`src/rtl/snp_pkg.sv`:
```
package snp_pkg;

    localparam int WORD_W     = 32;
    localparam int WIN_ADDR_W = 8;
    localparam int IDX_W      = WIN_ADDR_W - 2;
    localparam int NUM_SLOTS  = 4;
    localparam int MAX_CORES  = 4;

    typedef enum logic [1:0] {
        SLOT_CTRL = 2'd0,
        SLOT_CFG  = 2'd1,
        SLOT_PWR  = 2'd2,
        SLOT_INV  = 2'd3
    } slot_e;

    typedef struct packed {
        logic  valid;
        logic  wr;
        logic  hit;
        slot_e slot;
    } acc_t;

    function automatic logic [WORD_W-1:0] cfg_word(input int n);
        logic [WORD_W-1:0] mask;
        mask = (WORD_W'(1) << n) - WORD_W'(1);
        return (mask << 4) | WORD_W'(n - 1);
    endfunction

endpackage

```
`src/rtl/snp_decode.sv`:
```
module snp_decode
    import snp_pkg::*;
(
    input  logic                  req,
    input  logic                  we,
    input  logic [IDX_W-1:0]      word_idx,
    output acc_t                  acc
);
    always_comb begin
        acc.valid = req;
        acc.wr    = we;
        acc.hit   = (word_idx < IDX_W'(NUM_SLOTS));
        acc.slot  = slot_e'(word_idx[1:0]);
    end
endmodule

```
`src/rtl/snp_store.sv`:
```
module snp_store
    import snp_pkg::*;
(
    input  logic              clk,
    input  logic              rst,
    input  acc_t              acc,
    input  logic [WORD_W-1:0] wdata,
    output logic [WORD_W-1:0] ctrl_q,
    output logic [WORD_W-1:0] pwr_q
);
    logic wr_ok;
    assign wr_ok = acc.valid && acc.wr && acc.hit;

    always_ff @(posedge clk) begin
        if (rst) begin
            ctrl_q <= '0;
            pwr_q  <= '0;
        end else if (wr_ok) begin
            case (acc.slot)
                SLOT_CTRL: ctrl_q <= wdata;
                SLOT_PWR:  pwr_q  <= wdata;
                default: ;
            endcase
        end
    end
endmodule

```
`src/rtl/snp_readback.sv`:
```
module snp_readback
    import snp_pkg::*;
#(
    parameter logic [WORD_W-1:0] CFG_VAL = '0
) (
    input  logic              clk,
    input  logic              rst,
    input  acc_t              acc,
    input  logic [WORD_W-1:0] ctrl_q,
    input  logic [WORD_W-1:0] pwr_q,
    output logic [WORD_W-1:0] rdata_q,
    output logic              unimp_q
);
    logic [WORD_W-1:0] sel;

    always_comb begin
        sel = '0;
        if (acc.hit) begin
            case (acc.slot)
                SLOT_CTRL: sel = ctrl_q;
                SLOT_CFG:  sel = CFG_VAL;
                SLOT_PWR:  sel = pwr_q;
                default:   sel = '0;
            endcase
        end
    end

    always_ff @(posedge clk) begin
        if (rst) begin
            rdata_q <= '0;
            unimp_q <= 1'b0;
        end else begin
            unimp_q <= acc.valid && !acc.hit;
            if (acc.valid && !acc.wr) rdata_q <= sel;
        end
    end
endmodule

```
`src/rtl/snp_regif.sv`:
```
module snp_regif
    import snp_pkg::*;
#(
    parameter int NUM_CORES = 4
) (
    input  logic                  clk,
    input  logic                  rst,
    input  logic                  bus_req,
    input  logic                  bus_we,
    input  logic [WIN_ADDR_W-1:0] bus_addr,
    input  logic [WORD_W-1:0]     bus_wdata,
    output logic [WORD_W-1:0]     bus_rdata,
    output logic                  unimp_pulse
);
    localparam logic [WORD_W-1:0] CFG_VAL = cfg_word(NUM_CORES);

    generate
        if (NUM_CORES < 1 || NUM_CORES > MAX_CORES) begin : g_bad_count
            $error("snp_regif: NUM_CORES must be 1 to 4");
        end
    endgenerate

    acc_t              acc;
    logic [WORD_W-1:0] ctrl_q;
    logic [WORD_W-1:0] pwr_q;
    logic [1:0]        unused_lane;

    assign unused_lane = bus_addr[1:0];

    snp_decode u_dec (
        .req      (bus_req),
        .we       (bus_we),
        .word_idx (bus_addr[WIN_ADDR_W-1:2]),
        .acc      (acc)
    );

    snp_store u_store (
        .clk    (clk),
        .rst    (rst),
        .acc    (acc),
        .wdata  (bus_wdata),
        .ctrl_q (ctrl_q),
        .pwr_q  (pwr_q)
    );

    snp_readback #(.CFG_VAL(CFG_VAL)) u_rb (
        .clk     (clk),
        .rst     (rst),
        .acc     (acc),
        .ctrl_q  (ctrl_q),
        .pwr_q   (pwr_q),
        .rdata_q (bus_rdata),
        .unimp_q (unimp_pulse)
    );
endmodule

```
`config.mk`:
```
export PLATFORM = sky130hd
export DESIGN_NAME = snp_regif
export DESIGN_NICKNAME = d
export VERILOG_FILES = /design/src/rtl/snp_pkg.sv /design/src/rtl/snp_decode.sv /design/src/rtl/snp_store.sv /design/src/rtl/snp_readback.sv /design/src/rtl/snp_regif.sv
export SDC_FILE = /design/constraint.sdc
export NUM_CORES = 1
export LEC_CHECK = 0
export BUFFER_PORTS_ARGS = -buffer_cell sky130_fd_sc_hd__buf_2
export CAP_MARGIN = 30
export CORE_ASPECT_RATIO = 1.2
export CORE_MARGIN = 2
export CORE_UTILIZATION = 55
export CTS_CLUSTER_DIAMETER = 60
export DETAILED_ROUTE_END_ITERATION = 6
export PLACE_DENSITY_LB_ADDON = 0.12
export SLEW_MARGIN = 0
export SYNTH_ARGS = -nofsm -noshare
export SYNTH_HDL_FRONTEND = slang
export SYNTH_SLANG_ARGS = --single-unit
```
`constraint.sdc`:
```
create_clock -name clk -period 2.3 [get_ports clk]
set_clock_uncertainty 0.1 [all_clocks]
set_input_delay 0.115 -clock clk [delete_from_list [all_inputs] [get_ports clk]]
set_output_delay 0.115 -clock clk [all_outputs]
set_load 0.01 [all_outputs]
```
# == Word-level counts from Yosys, hierarchy flattened ==
# Index checks and enable logic that the tools add are counted.
# word_totals
reg_bits,97
inputBits,44
out_inout_bits,33
elab_cells,18
# op_classes
n_lt_le_gt_ge,1
n_eq_ne,2
muxes,2
reduce_logical,9
# op_table
op,count
case mux 32 bit (3 select lines),1
2-to-1 mux 32 bit,1
"less-than comparator 6 x 3 -> 1 bit, second input constant",1
logical AND 1 bit,4
AND reduction 2 bit,2
"equality test 2 x 1 -> 1 bit, second input constant",1
"equality test 2 bit, second input constant",1
zero test 1 bit,2
zero test 2 bit,1

# == Logic depth before layout (Yosys ltp) ==
# Gate-level depths: netlist of run 1.
# depth
depth_word,3
depth_mapped,6
ltp_nobuf,3

# == Cells and area by module ==
# A second synthesis of run 1 with hierarchy kept.
# unflattened
cells_unflattened,446
hier_area_um2,4274.1
# modules_own_cells
mod,instances,cells_each,area_per_inst_um2,seq_area_each_um2
snp_store,1,284,2677.6,1281.2
snp_readback,1,157,1554.0,660.6
snp_decode,1,5,42.5,0.0

# == Least setup slack after synthesis of run 1 ==
# No wires, ideal clock.
# synth_path
path_kind,input -> register
from,input port bus_addr[7]
to,register u_rb.rdata_q[0]
setup_time_ns,0.060
arrival_time_ns,1.240
required_ns,2.140
setup_slack_ns,0.900
cell_stages,3
n_path_buf,0
path_cell_list,or4_1 > nor4b_4 > a22o_1
# synth_between
elab_chain_len,2
# synth_rtl
item,line,source
start: declaration,snp_regif.sv:10,"input logic [WIN_ADDR_W-1:0] bus_addr,"
less-than comparator 6 x 3 -> 1 bit,snp_decode.sv:12,acc.hit = (word_idx < IDX_W'(NUM_SLOTS));
2-to-1 mux 32 bit,snp_readback.sv:18,if (acc.hit) begin
end signal: assignment,snp_readback.sv:34,if (acc.valid && !acc.wr) rdata_q <= sel;
end: declaration,snp_readback.sv:11,"output logic [WORD_W-1:0] rdata_q,"
# Every way passes these cells.
# A chain may end at the register's enable or synchronous reset.

# == Worst setup path in the final report of run 1 ==
# layout_path
from,input port bus_addr[7]
to,register u_store.pwr_q[24]
# layout_between
elab_chain_len,3
# layout_rtl
item,line,source
less-than comparator 6 x 3 -> 1 bit,snp_decode.sv:12,
logical AND 1 bit,snp_store.sv:12,assign wr_ok = acc.valid && acc.wr && acc.hit;
AND reduction 2 bit (no source line),--,
end signal: assignment,snp_store.sv:21,SLOT_PWR: pwr_q <= wdata;
end: declaration,snp_store.sv:9,output logic [WORD_W-1:0] pwr_q
# Every way passes these cells.

==> impl_metrics.env, run 1 <==
export IMPL_synth_top_area_share=0.480
export IMPL_core_um2=7190
export IMPL_ioPinCount=77
export IMPL_numPortBuffers=74
export IMPL_maxCapViolCount=0
export IMPL_n_antenna_cell=0
export IMPL_cts_buffers=9
export IMPL_whs_ns=0.0128
export IMPL_postRouteWirelength_um=9350
export IMPL_worst_slew_pin_slew_ns=0.475
export IMPL_postCtsHoldBufs=32
export IMPL_cp_max_fo=19
export IMPL_drtIter0Drc=160
export IMPL_critPathMaxStageDelay_ns=0.65
export IMPL_std_cell_rows=34
export IMPL_fin_area_um2=5060
export IMPL_rsz0062_at_grt="no"
export IMPL_r2r_start="u_store.ctrl_q[6]"
export IMPL_path_clk_slew_ns=0.08
export IMPL_via_per_inst=5.45
export IMPL_tns_ns=0
export IMPL_drcViolationCount=0
export IMPL_cp_slowest_cell="or4_1"
export IMPL_ir_worst_vdd_mv=0.335
export IMPL_synth_area_leader_cell="dfxtp_1"
export IMPL_timing_fmax_ghz=0.750
export IMPL_cp_data_required_time_ns=2.43
export IMPL_ant_nets=0
export IMPL_syn_area_um2=4050
export IMPL_layout_nets=552
export IMPL_gp_congestion=0.769
export IMPL_finalMaxSlewViolations=0
export IMPL_min_period_ns=1.33
export IMPL_power_density_nw_per_um2=632
export IMPL_ctsLongestPathBuffers=2
export IMPL_start_kind="input pin"
export IMPL_critPathKind="in2reg"
export IMPL_synth_warning_count=0
export IMPL_die_area_um2=8060
export IMPL_post_cts_buffers=0
export IMPL_grt_pass1_vias=3189
export IMPL_finalSetupViolations=0
export IMPL_stdcell_count=602
export IMPL_crit_family="simple AND/OR/NAND/NOR gates"
export IMPL_grt_pass1_wl_um=15400
export IMPL_die_y_um=98.0
export IMPL_firstDrtPassIters=4
export IMPL_whs_endpoint="u_rb.unimp_q"
export IMPL_ys_types=21
export IMPL_syn_inst=415
export IMPL_die_width_um=82.3
export IMPL_antenna_found_initial=0
export IMPL_synth_area_leaders="dfxtp_1 48%, mux2i_1 14%, nand2b_1 11%"
export IMPL_met1Wirelength_um=4180
export IMPL_critPathBufInv=2
export IMPL_top_layer="met4"
export IMPL_vias=3279
export IMPL_dr_wl_met2_um=4460
export IMPL_dr_wl_met3_um=483
export IMPL_initial_core_util=0.563
export IMPL_tritoncts="built"
export IMPL_overflow=0
export IMPL_area_delta_synth_final_pct=25.0
export IMPL_reg2reg_slack_ns=1.32
export IMPL_status="finished clean"
export IMPL_crit_chain="buf_2 > or4_1 > buf_4 > o21ai_0 > a21oi_1"
export IMPL_htree_num_levels=3
export IMPL_ys_ff_latch=97
export IMPL_leakagePower_nw=2.17
export IMPL_end_kind="flip-flop"
export IMPL_max_slew_margin_rel=0.684
export IMPL_wl_per_cell_um=15.5
export IMPL_min_from="bus_req"
export IMPL_clk_latency_ns=0.36
export IMPL_syn_area_per_cell_um2=9.75
export IMPL_fin_crit_sh=0.579
export IMPL_clock_sinks=97
export IMPL_placed_area_um2=4510
export IMPL_hpwl_um=5920
export IMPL_dp_cells=555
export IMPL_ys_seq_area_frac=0.480
export IMPL_cts_root_buffer="clkbuf_8"
export IMPL_grt_max_degree=62
export IMPL_arrival_ns=1.46
export IMPL_drive_gt1_frac=0.209
export IMPL_hold_depth=2
export IMPL_grt_usage=0.247
export IMPL_finalHoldViolCount=0
export IMPL_reg2reg_depth=3
export IMPL_r2r_end="u_rb.rdata_q[6]"
export IMPL_synthesis_nets=459
export IMPL_hold_class="in2reg"
export IMPL_cts_repair_resized=0
-- cell usage in the layout, fill, tap and decap left out, types with 2 or more instances in the layout --
cell and n:
dlygate4sd3_1 32, clkbuf_8 9, o2bb2ai_1 26, o21ai_0 32
buf_2 74, a22o_1 6, clkinv_2 2, mux2i_1 58
a21oi_1 38, nand3_1 33, nor3_1 7, bufinv_16 3
buf_4 13, nand2b_1 70, dfxtp_1 97
-- stage by stage --
stage,worst slack [ns],power (W),utilization
after CTS,0.986,0.00322,0.704
after global routing,0.912,0.00332,0.704
after floorplan,0.900,0.00184,-
after global placement,0.673,0.00192,0.627
final,0.967,0.00320,0.704
after detailed placement,0.623,0.00192,0.627
-- synthesized netlist by cell type --
cell / instances
dfxtp_1: 97
nand2b_1: 70
mux2i_1: 58
a21oi_1: 39
nand3_1: 33
o21ai_0: 32
clkbuf_1: 29
o2bb2ai_1: 26
buf_2: 7
nor3_1: 7
a22o_1: 6
buf_1: 2
and4b_1: 1
inv_1: 1
nand4_2: 1
nand4b_1: 1
nor2_1: 1
nor3b_1: 1
nor4_4: 1
nor4b_4: 1
or4_1: 1
-- report_power, final --
part | switching [W] | internal, W | total, W
clock network | 0.000563 | 0.000712 | 0.00128
registers | 0.00000164 | 0.00168 | 0.00168
logic | 0.000123 | 0.000117 | 0.000240
total | 0.000688 | 0.00251 | 0.00320
-- registers in the layout (all words and copies together), names as in the netlist --
register	count
u_store.pwr_q	32
u_rb.rdata_q	32
u_store.ctrl_q	32
u_rb.unimp_q	1
-- worst max path at each step --
stage	startpoint	to	slack, ns	cells past startpoint
floorplan	bus_addr[7]	u_rb.rdata_q[0]	0.90	3
global placement	bus_addr[7]	u_store.pwr_q[24]	0.67	5
detailed placement	bus_addr[7]	u_store.pwr_q[28]	0.62	5
CTS	bus_addr[7]	u_store.pwr_q[31]	0.99	5
global route	bus_addr[7]	u_store.pwr_q[24]	0.91	5
finish	bus_addr[7]	u_store.pwr_q[24]	0.97	5
-- worst register-to-register path, stage by stage (launching register included) --
cell and delay (ns):
dfxtp_1 0.32, nor3_1 0.20, a21oi_1 0.06, a22o_1 0.20
-- cell type report --
type,instances,area [um^2]
Fill cell,585,2130
Multi-Input combinational cell,279,1960
Sequential cell,97,1940
Timing Repair Buffer,120,808
Clock buffer,9,124
Tap cell,90,113
Clock inverter,6,108
Inverter,1,3.75
-- metal layers --
layer | up-vias | track usage
li1 | 1654 | -
met1 | 1526 | 0.325
met2 | 83 | 0.390
met3 | 16 | 0.0388
met4 | 0 | 0.118
met5 | - | 0
-- cells by family (layout without fill, tap and decap cells) --
logic type             after synthesis  after routing  share of synthesized area
buffers and inverters               39            136                     0.0383
flip-flops                          97             97                      0.480
AND/OR/NAND/NOR                    118            118                      0.181
AO/OA/AOI/OAI                      103            103                      0.157
multiplexers                        58             58                      0.143
Power figures use the tool's default switching activity.
==> run 2: changes to the inputs <==
--- a/config.mk
+++ b/config.mk
@@ -5,11 +5,12 @@
 export SDC_FILE = /design/constraint.sdc
 export NUM_CORES = 1
 export LEC_CHECK = 0
+export ABC_AREA = 1
 export BUFFER_PORTS_ARGS = -buffer_cell sky130_fd_sc_hd__buf_2
 export CAP_MARGIN = 30
 export CORE_ASPECT_RATIO = 1.2
 export CORE_MARGIN = 2
-export CORE_UTILIZATION = 55
+export CORE_UTILIZATION = 50
 export CTS_CLUSTER_DIAMETER = 60
 export DETAILED_ROUTE_END_ITERATION = 6
 export PLACE_DENSITY_LB_ADDON = 0.12
==> constraint.sdc (replaced) <==
create_clock -name clk -period 1.08 [get_ports clk]
set_clock_uncertainty 0.1 [all_clocks]
set_input_delay 0.054 -clock clk [delete_from_list [all_inputs] [get_ports clk]]
set_output_delay 0.054 -clock clk [all_outputs]
set_load 0.01 [all_outputs]
==> impl_metrics.env, run 2 <==
export IMPL_final_common_cell="nand2_1"
export IMPL_p_total_w=0.00673
export IMPL_finalMaxSlewViolations=0
export IMPL_synth_async_reset_ratio=0
export IMPL_timing_fmax_ghz=0.989
export IMPL_via_per_inst=4.81
export IMPL_seqCellArea_um2=1940
export IMPL_cp_data_required_time_ns=1.29
export IMPL_worst_slack_ns=0.0689
export IMPL_numPortBuffers=74
export IMPL_clk_latency_ns=0.37
export IMPL_antenna_found_initial=0
export IMPL_mostFrequentLayoutCells="223 x nand2_1, 131 x nor2_1, 97 x dfxtp_1"
export IMPL_synth_top_area_share=0.461
export IMPL_arrival_ns=1.22
export IMPL_leakagePower_nw=2.48
export IMPL_drcViolationCount=0
export IMPL_fin_area_um2=5340
export IMPL_ir_worst_vdd_mv=0.897
export IMPL_htree_num_levels=3
export IMPL_finalSetupViolations=0
export IMPL_cts_repair_resized=0
export IMPL_synth_enable_flop_cells=0
export IMPL_syn_area_um2=4220
export IMPL_firstDrtPassIters=4
export IMPL_cp_max_fo=36
export IMPL_fillerInstances=758
export IMPL_synth_warning_count=0
export IMPL_vias=4123
export IMPL_pre_cts_ws_ns=-0.177
export IMPL_multiInputGateArea_um2=1910
export IMPL_ctsLongestPathBuffers=2
export IMPL_whs_ns=0.109
export IMPL_worst_slew_pin_slew_ns=0.333
export IMPL_end_kind="flip-flop"
export IMPL_ys_seq_area_frac=0.461
export IMPL_n_antenna_cell=0
export IMPL_grt_pass1_vias=4012
export IMPL_finalHoldViolCount=0
export IMPL_die_area_um2=9180
export IMPL_ioPinCount=77
export IMPL_cts_root_buffer="clkbuf_8"
export IMPL_overflow=0
export IMPL_critPathKind="in2reg"
export IMPL_grt_max_degree=47
export IMPL_dp_cells=808
export IMPL_maxCapViolCount=0
export IMPL_status="finished clean"
export IMPL_min_period_ns=1.01
export IMPL_power_density_nw_per_um2=1260
export IMPL_placed_area_um2=4790
export IMPL_syn_area_per_cell_um2=6.63
export IMPL_ys_types=17
export IMPL_synth_most_common_cell="nand2_1"
export IMPL_wl_per_cell_um=12.1
export IMPL_stdcell_count=857
export IMPL_synth_area_leaders="dfxtp_1 46%, nand2_1 20%, nor2_1 12%"
export IMPL_start_kind="input pin"
export IMPL_grt_pass1_wl_um=17900
export IMPL_hold_class="in2reg"
export IMPL_synthesis_nets=680
export IMPL_drive_gt1_frac=0.162
export IMPL_drtIter0Drc=188
export IMPL_path_clk_slew_ns=0.09
export IMPL_grt_usage=0.246
export IMPL_area_delta_synth_final_pct=26.8
export IMPL_ant_nets=0
export IMPL_rsz0062_at_grt="no"
export IMPL_clock_sinks=97
export IMPL_top_regs="u_rb.rdata_q: 32 flops, u_store.ctrl_q: 32 flops, u_store.pwr_q: 32 flops"
export IMPL_post_cts_buffers=0
export IMPL_postCtsHoldBufs=34
export IMPL_syn_inst=636
export IMPL_synthFlopType="dfxtp_1"
export IMPL_ys_ff_latch=97
export IMPL_max_slew_margin_rel=0.778
export IMPL_die_y_um=105
export IMPL_cts_buffers=9
export IMPL_synthTopCellsByCount="223 x nand2_1, 132 x nor2_1, 97 x dfxtp_1"
export IMPL_std_cell_rows=36
export IMPL_postRouteWirelength_um=10300
export IMPL_initial_core_util=0.517
export IMPL_tritoncts="built"
export IMPL_die_width_um=87.8
export IMPL_synth_area_leader_cell="dfxtp_1"
export IMPL_fin_crit_sh=0.936
export IMPL_hpwl_um=6940
export IMPL_layout_nets=783
export IMPL_core_um2=8150
export IMPL_gp_congestion=0.809
==> run 2: cell count changes after synthesis, sizes merged, moves of 7 or more <==
cell | before | now
buf | 9 | 32
nand3 | 33 | 64
nand2 | 0 | 224
o2bb2ai | 26 | 0
clkbuf | 29 | 8
nand2b | 70 | 0
mux2i | 58 | 0
o21ai | 32 | 6
inv | 1 | 37
a21oi | 39 | 32
nor2 | 1 | 134
==> run 2: final timing paths <==
| path | slack (ns) | start | depth (start not counted) | endpoint |
|---|---|---|---|---|
| max reg2reg | 0.17 | u_store.ctrl_q[7] | 4 | u_rb.rdata_q[7] |
| max | 0.07 | rst | 6 | u_store.ctrl_q[24] |
| min reg2reg | 0.37 | u_rb.rdata_q[14] | 2 | u_rb.rdata_q[14] |
| min | 0.11 | bus_addr[5] | 5 | u_rb.unimp_q |
==> run 2: power by group <==
part | internal, W | leakage, nW | total [W] | switching (W)
logic | 0.000265 | 1.59 | 0.000587 | 0.000321
clock network | 0.00135 | 0.106 | 0.00256 | 0.00120
registers | 0.00359 | 0.781 | 0.00359 | 0.00000561
==> run 2: area by class of cell <==
type                       instances  area share
clock inverter                     3      0.0122
tap                              114      0.0267
multi-input combinational        462       0.357
clock buffer                      12      0.0272
inverter                          37      0.0260
timing repair buffer             132       0.188
sequential                        97       0.363
==> run 2: cell families after synthesis <==
| group | count (synthesis) | share of synthesized area |
|---|---|---|
| and+or+nand+nor | 424 | 0.405 |
| DFF | 97 | 0.461 |
| buffers and inverters | 77 | 0.0887 |
| AOI/OAI and AO/OA | 38 | 0.0451 |
==> run 2: routing by layer <==
metal / routed length, um / global-route usage / up-vias
li1: - / - / 2155
met1: 4620 / 0.301 / 1862
met2: 5080 / 0.425 / 93
met3: 414 / 0.0276 / 13
met4: 218 / 0.110 / 0
met5: 0 / 0 / -
==> run 2: critical path, cell delays in order <==
cell and delay (ns):
dlygate4sd3_1 0.53, buf_2 0.15, inv_2 0.10, buf_12 0.20, nand2_1 0.08, nor2_1 0.09
==> run 2: per-stage QoR <==
stage	TNS (ns)	utilization
after floorplan	0	-
after detailed placement	-13.28	0.588
after global placement	-10.63	0.588
after CTS	0	0.655
final	0	0.655
after global routing	0	0.655
